`config.mk`:
```
export PLATFORM = sky130hd
export DESIGN_NAME = sram_async_ctrl
export DESIGN_NICKNAME = d
export VERILOG_FILES = /design/src/rtl/sram_ctrl_pkg.sv /design/src/rtl/sram_step_cnt.sv /design/src/rtl/sram_io_regs.sv /design/src/rtl/sram_async_ctrl.sv
export SDC_FILE = /design/constraint.sdc
export NUM_CORES = 1
export LEC_CHECK = 0
export BUFFER_PORTS_ARGS = -buffer_cell sky130_fd_sc_hd__buf_2
export CORE_MARGIN = 4
export CORE_UTILIZATION = 46
export DETAILED_ROUTE_END_ITERATION = 7
export PLACE_DENSITY = 0.78
export SLEW_MARGIN = 20
export SYNTH_ARGS = -nofsm -noshare
export SYNTH_HDL_FRONTEND = slang
export SYNTH_SLANG_ARGS = --single-unit
```
`constraint.sdc`:
```
create_clock -name clk -period 2.35 [get_ports clk]
set_input_delay 0.3525 -clock clk [delete_from_list [all_inputs] [get_ports clk]]
set_output_delay 0.3525 -clock clk [all_outputs]
set_load 0.05 [all_outputs]
```
`src/rtl/sram_ctrl_pkg.sv`:
```
package sram_ctrl_pkg;
    typedef enum logic [2:0] {
        S_IDLE,
        S_RD_ACC,
        S_WR_TURN,
        S_WR_PULSE,
        S_WR_HOLD,
        S_RECOV
    } sram_state_e;
endpackage

```
`src/rtl/sram_step_cnt.sv`:
```
module sram_step_cnt #(
    parameter int W = 3
) (
    input  logic         clk,
    input  logic         rst_n,
    input  logic         load,
    input  logic [W-1:0] load_val,
    output logic         zero
);
    logic [W-1:0] cnt;

    always_ff @(posedge clk or negedge rst_n) begin
        if (!rst_n)
            cnt <= '0;
        else if (load)
            cnt <= load_val;
        else if (cnt != '0)
            cnt <= cnt - 1'b1;
    end

    assign zero = (cnt == '0);
endmodule

```
`src/rtl/sram_io_regs.sv`:
```
module sram_io_regs #(
    parameter int AW = 19,
    parameter int DW = 8
) (
    input  logic          clk,
    input  logic          rst_n,
    input  logic          accept,
    input  logic          capture,
    input  logic [AW-1:0] addr_in,
    input  logic [DW-1:0] wdata_in,
    input  logic [DW-1:0] dq_in,
    output logic [AW-1:0] addr_q,
    output logic [DW-1:0] wdata_q,
    output logic [DW-1:0] rdata_q
);
    always_ff @(posedge clk or negedge rst_n) begin
        if (!rst_n) begin
            addr_q  <= '0;
            wdata_q <= '0;
        end else if (accept) begin
            addr_q  <= addr_in;
            wdata_q <= wdata_in;
        end
    end

    always_ff @(posedge clk or negedge rst_n) begin
        if (!rst_n)
            rdata_q <= '0;
        else if (capture)
            rdata_q <= dq_in;
    end
endmodule

```
`src/rtl/sram_async_ctrl.sv`:
```
module sram_async_ctrl
    import sram_ctrl_pkg::*;
#(
    parameter int ADDR_W   = 19,
    parameter int DATA_W   = 8,
    parameter int ACC_CYC  = 7,
    parameter int WE_CYC   = 5,
    parameter int TURN_CYC = 3,
    parameter int CYC_MIN  = 7
) (
    input  logic              clk,
    input  logic              rst_n,
    input  logic              req,
    input  logic              we,
    input  logic [ADDR_W-1:0] addr,
    input  logic [DATA_W-1:0] wdata,
    output logic [DATA_W-1:0] rdata,
    output logic              ready,
    output logic [ADDR_W-1:0] mem_addr,
    output logic              mem_cs_n,
    output logic              mem_we_n,
    output logic              mem_oe_n,
    output logic [DATA_W-1:0] mem_dq_o,
    output logic              mem_dq_oe,
    input  logic [DATA_W-1:0] mem_dq_i
);
    localparam int RD_GAP  = (TURN_CYC > CYC_MIN - ACC_CYC) ? TURN_CYC : CYC_MIN - ACC_CYC;
    localparam int RD_REC  = (RD_GAP < 1) ? 1 : RD_GAP;
    localparam int WR_USED = TURN_CYC + WE_CYC + 1;
    localparam int WR_REC  = (CYC_MIN > WR_USED) ? CYC_MIN - WR_USED : 1;
    localparam int M1      = (ACC_CYC > WE_CYC) ? ACC_CYC : WE_CYC;
    localparam int M2      = (TURN_CYC > RD_REC) ? TURN_CYC : RD_REC;
    localparam int M3      = (M1 > M2) ? M1 : M2;
    localparam int CNT_MAX = (M3 > WR_REC) ? M3 : WR_REC;
    localparam int CNT_W   = $clog2(CNT_MAX + 1);

    sram_state_e      state, nxt;
    logic             load, accept, capture, zero;
    logic [CNT_W-1:0] load_val;

    sram_step_cnt #(.W(CNT_W)) u_cnt (
        .clk      (clk),
        .rst_n    (rst_n),
        .load     (load),
        .load_val (load_val),
        .zero     (zero)
    );

    sram_io_regs #(.AW(ADDR_W), .DW(DATA_W)) u_regs (
        .clk      (clk),
        .rst_n    (rst_n),
        .accept   (accept),
        .capture  (capture),
        .addr_in  (addr),
        .wdata_in (wdata),
        .dq_in    (mem_dq_i),
        .addr_q   (mem_addr),
        .wdata_q  (mem_dq_o),
        .rdata_q  (rdata)
    );

    always_ff @(posedge clk or negedge rst_n) begin
        if (!rst_n)
            state <= S_IDLE;
        else
            state <= nxt;
    end

    always_comb begin
        nxt      = state;
        load     = 1'b0;
        load_val = '0;
        accept   = 1'b0;
        capture  = 1'b0;
        unique case (state)
            S_IDLE: begin
                if (req) begin
                    accept = 1'b1;
                    load   = 1'b1;
                    if (we) begin
                        nxt      = S_WR_TURN;
                        load_val = CNT_W'(TURN_CYC - 1);
                    end else begin
                        nxt      = S_RD_ACC;
                        load_val = CNT_W'(ACC_CYC - 1);
                    end
                end
            end
            S_RD_ACC: begin
                if (zero) begin
                    capture  = 1'b1;
                    nxt      = S_RECOV;
                    load     = 1'b1;
                    load_val = CNT_W'(RD_REC - 1);
                end
            end
            S_WR_TURN: begin
                if (zero) begin
                    nxt      = S_WR_PULSE;
                    load     = 1'b1;
                    load_val = CNT_W'(WE_CYC - 1);
                end
            end
            S_WR_PULSE: begin
                if (zero)
                    nxt = S_WR_HOLD;
            end
            S_WR_HOLD: begin
                nxt      = S_RECOV;
                load     = 1'b1;
                load_val = CNT_W'(WR_REC - 1);
            end
            S_RECOV: begin
                if (zero)
                    nxt = S_IDLE;
            end
            default: nxt = S_IDLE;
        endcase
    end

    always_comb begin
        mem_cs_n  = 1'b1;
        mem_we_n  = 1'b1;
        mem_oe_n  = 1'b1;
        mem_dq_oe = 1'b0;
        ready     = 1'b0;
        unique case (state)
            S_IDLE: ;
            S_RD_ACC: begin
                mem_cs_n = 1'b0;
                mem_oe_n = 1'b0;
            end
            S_WR_TURN: mem_cs_n = 1'b0;
            S_WR_PULSE: begin
                mem_cs_n  = 1'b0;
                mem_we_n  = 1'b0;
                mem_dq_oe = 1'b1;
            end
            S_WR_HOLD: begin
                mem_cs_n  = 1'b0;
                mem_dq_oe = 1'b1;
            end
            S_RECOV: ready = zero;
            default: ;
        endcase
    end
endmodule

```
==> reports/qor.yml <==
grt:
  grt_pass1_vias: 1180
  grt_pass1_wl_um: 5580
  grt_usage_pct: 14.4
  grt_start_max_net_pins: 42
  antenna_found_initial: 0
  gr-total-overflow: 0
synth:
  synth_compound_area_share_pct: 3.04
  synth_area_leaders: "dfrtp_1 58%, mux2_2 17%, mux2_4 6.8%"
  synth_mux_area_share_pct: 25.7
  yosysSeqAreaShare_pct: 58.0
  synth.distinct_cells: 27
  synth_fa_ha_area_share_pct: 1.41
  syn_area_um2: 1770
  synth_seq_cells: 41
  synth_xor_area_share_pct: 1.48
  syn_nets: 164
  synth_top_family_by_area: "multiplexers"
  syn_inst: 123
  avgSynthCellArea_um2: 14.4
  synth_top_area_share_pct: 58.0
  yosys_warnings: 0
  yosys.area_share.simple_pct: 6.64
  synth_largest_area_cell: "dfrtp_1"
layout:
  num-fill-cells: 335
  finalNonFillerCells: 250
  drive_above_1_share_pct: 60.4
  seqCellArea_um2: 1030
  antenna_cells: 0
  final_common_cell: "buf_2"
  nets: 242
  area_growth_pct: 27.1
  layout_common_cells: "78 x buf_2, 41 x dfrtp_1, 27 x mux2_2"
  multi_input_area_um2: 677
timing:
  worstMarginPinSlew_ns: 0.889
  fmax_mhz: 519
  hold_violations: 0
  slew_headroom_pct: 40.7
  finalCritPeriodShare_pct: 82.1
  period_minus_slack_ns: 1.93
  whs_ns: 0.182
  final.setup_skew_ns: 0.00699
  rsz0062_at_grt: "no"
  setup_violations: 0
  totalNegativeSetupSlack_ns: 0
  slew_viol_final: 0
status:
  status: "completed"
worst_setup_path:
  cpLargestDelayFamily: "flip-flops"
  worst-setup-path-type: "register to primary output"
  path_cells: "or2_2, o21ai_0, buf_2"
  startpoint_type: "register"
  end_kind: "primary output"
  critical_path_buf_inv_count: 1
  cp_max_fo: 10
  cpMaxStageDelayCell: "dfrtp_1"
  arrival_ns: 1.58
  required_ns: 2.00
  crit_path_max_incr_delay_ns: 0.47
routing:
  drt_wl_total_um: 3410
  wl_per_cell_um: 13.6
  post-route-drc-count: 0
  detail-route-antenna-nets: 0
  vias: 1183
  drt_pass1_iterations: 4
  drt_iter0_drc: 35
  routed_via_density: 4.73
floorplan:
  core_area_um2: 3690
  rows: 22
  start_util_pct: 48.0
  io_pins: 79
  fp.dieW_um: 70.0
  dieArea_um2: 4910
  die-height_um: 70.0
clock_tree:
  ctsResizeCount: 0
  clk_latency_ns: 0.29
  cts_root_buffer: "clkbuf_8"
  cts_made_buffers: 5
  cts_buffer_depth: 2
  htree_num_levels: 2
  tritoncts: "yes"
  cts_sinks: 41
  ctsHoldBuffers: 0
  post_cts_buffers: 0
  clk_pin_slew_ns: 0.08
flow_run:
  maxCapViolCount: 0
hold_path:
  hold_path_class: "input port to asynchronous set/reset pin"
placement:
  dp_cells: 242
  portBuffers: 78
  dpl.hpwl_um: 2560
  routabilityCongestion: 0.857
## routing by layer
layer	vias to the layer above	track usage [%]	wire length [µm]
met5	-	0	0
met4	0	5.74	59
met3	7	4.60	273
met2	43	22.9	1610
met1	555	18.2	1470
li1	578	-	-
## final timing paths
kind / startpoint / end / slack [ns] / cells after the start
min in group clk: addr[0] / u_regs.addr_q[0]$_DFFE_PN0P_ / 0.29 / 2
worst max-delay path: state[1]$_DFFE_PN0P_ / mem_dq_oe / 0.42 / 3
worst min register to register: u_regs.addr_q[11]$_DFFE_PN0P_ / u_regs.addr_q[11]$_DFFE_PN0P_ / 0.50 / 1
worst max register to register: state[2]$_DFFE_PN0P_ / u_regs.wdata_q[2]$_DFFE_PN0P_ / 0.59 / 2
worst min-delay path: rst_n / u_regs.addr_q[0]$_DFFE_PN0P_ / 0.18 / 1
max in group asynchronous: rst_n / u_regs.rdata_q[1]$_DFFE_PN0P_ / 1.61 / 1
## synth_stat cells (all sizes together)
cell	count
a21o	1
a21oi	1
a221oi	1
and2	1
buf	7
dfrtp	41
ha	2
inv	4
mux2	35
mux2i	3
nand2	1
nand2b	4
nand3	2
nand3b	1
nor2	8
o21ai	1
o311ai	1
o32a	1
o32ai	1
or2	2
or3b	1
or4b	1
xnor2	3
## metrics by stage
stage	cell area [µm²]	worst slack (ns)	utilization (%)
floorplan	1770	0.0861	-
global placement	2170	0.598	58.8
detailed placement	2170	0.587	58.8
CTS	2250	0.406	61.0
global route	2250	0.285	61.0
finish	2250	0.422	61.0
## registers in the layout (all words and copies together) (netlist names)
name and cells:
u_regs.addr_q 19, state 3, u_regs.rdata_q 8, u_cnt.cnt 3, u_regs.wdata_q 8
## cell type report
class | instances | area share, %
clock inverters | 2 | 0.445
clock buffers | 6 | 3.22
inverters | 4 | 0.667
well taps | 48 | 2.67
repair buffers | 78 | 17.3
flip-flops and latches | 41 | 45.6
multi-input cells | 71 | 30.1
## worst reg2reg max path: stages, from the launching register on
cell and delay, ns:
dfrtp_1 0.51, or4b_4 0.76, mux2_4 0.38
## kinds of logic after synthesis
logic type,count (synthesis)
compound gates,7
xor+xnor,3
fa+ha+maj,2
buf+inv,11
flops,41
mux,38
simple gates,21
Power is left out: the tool's default activity adds up to more than one toggle a clock period on the data nets, which glitch-free logic cannot reach.
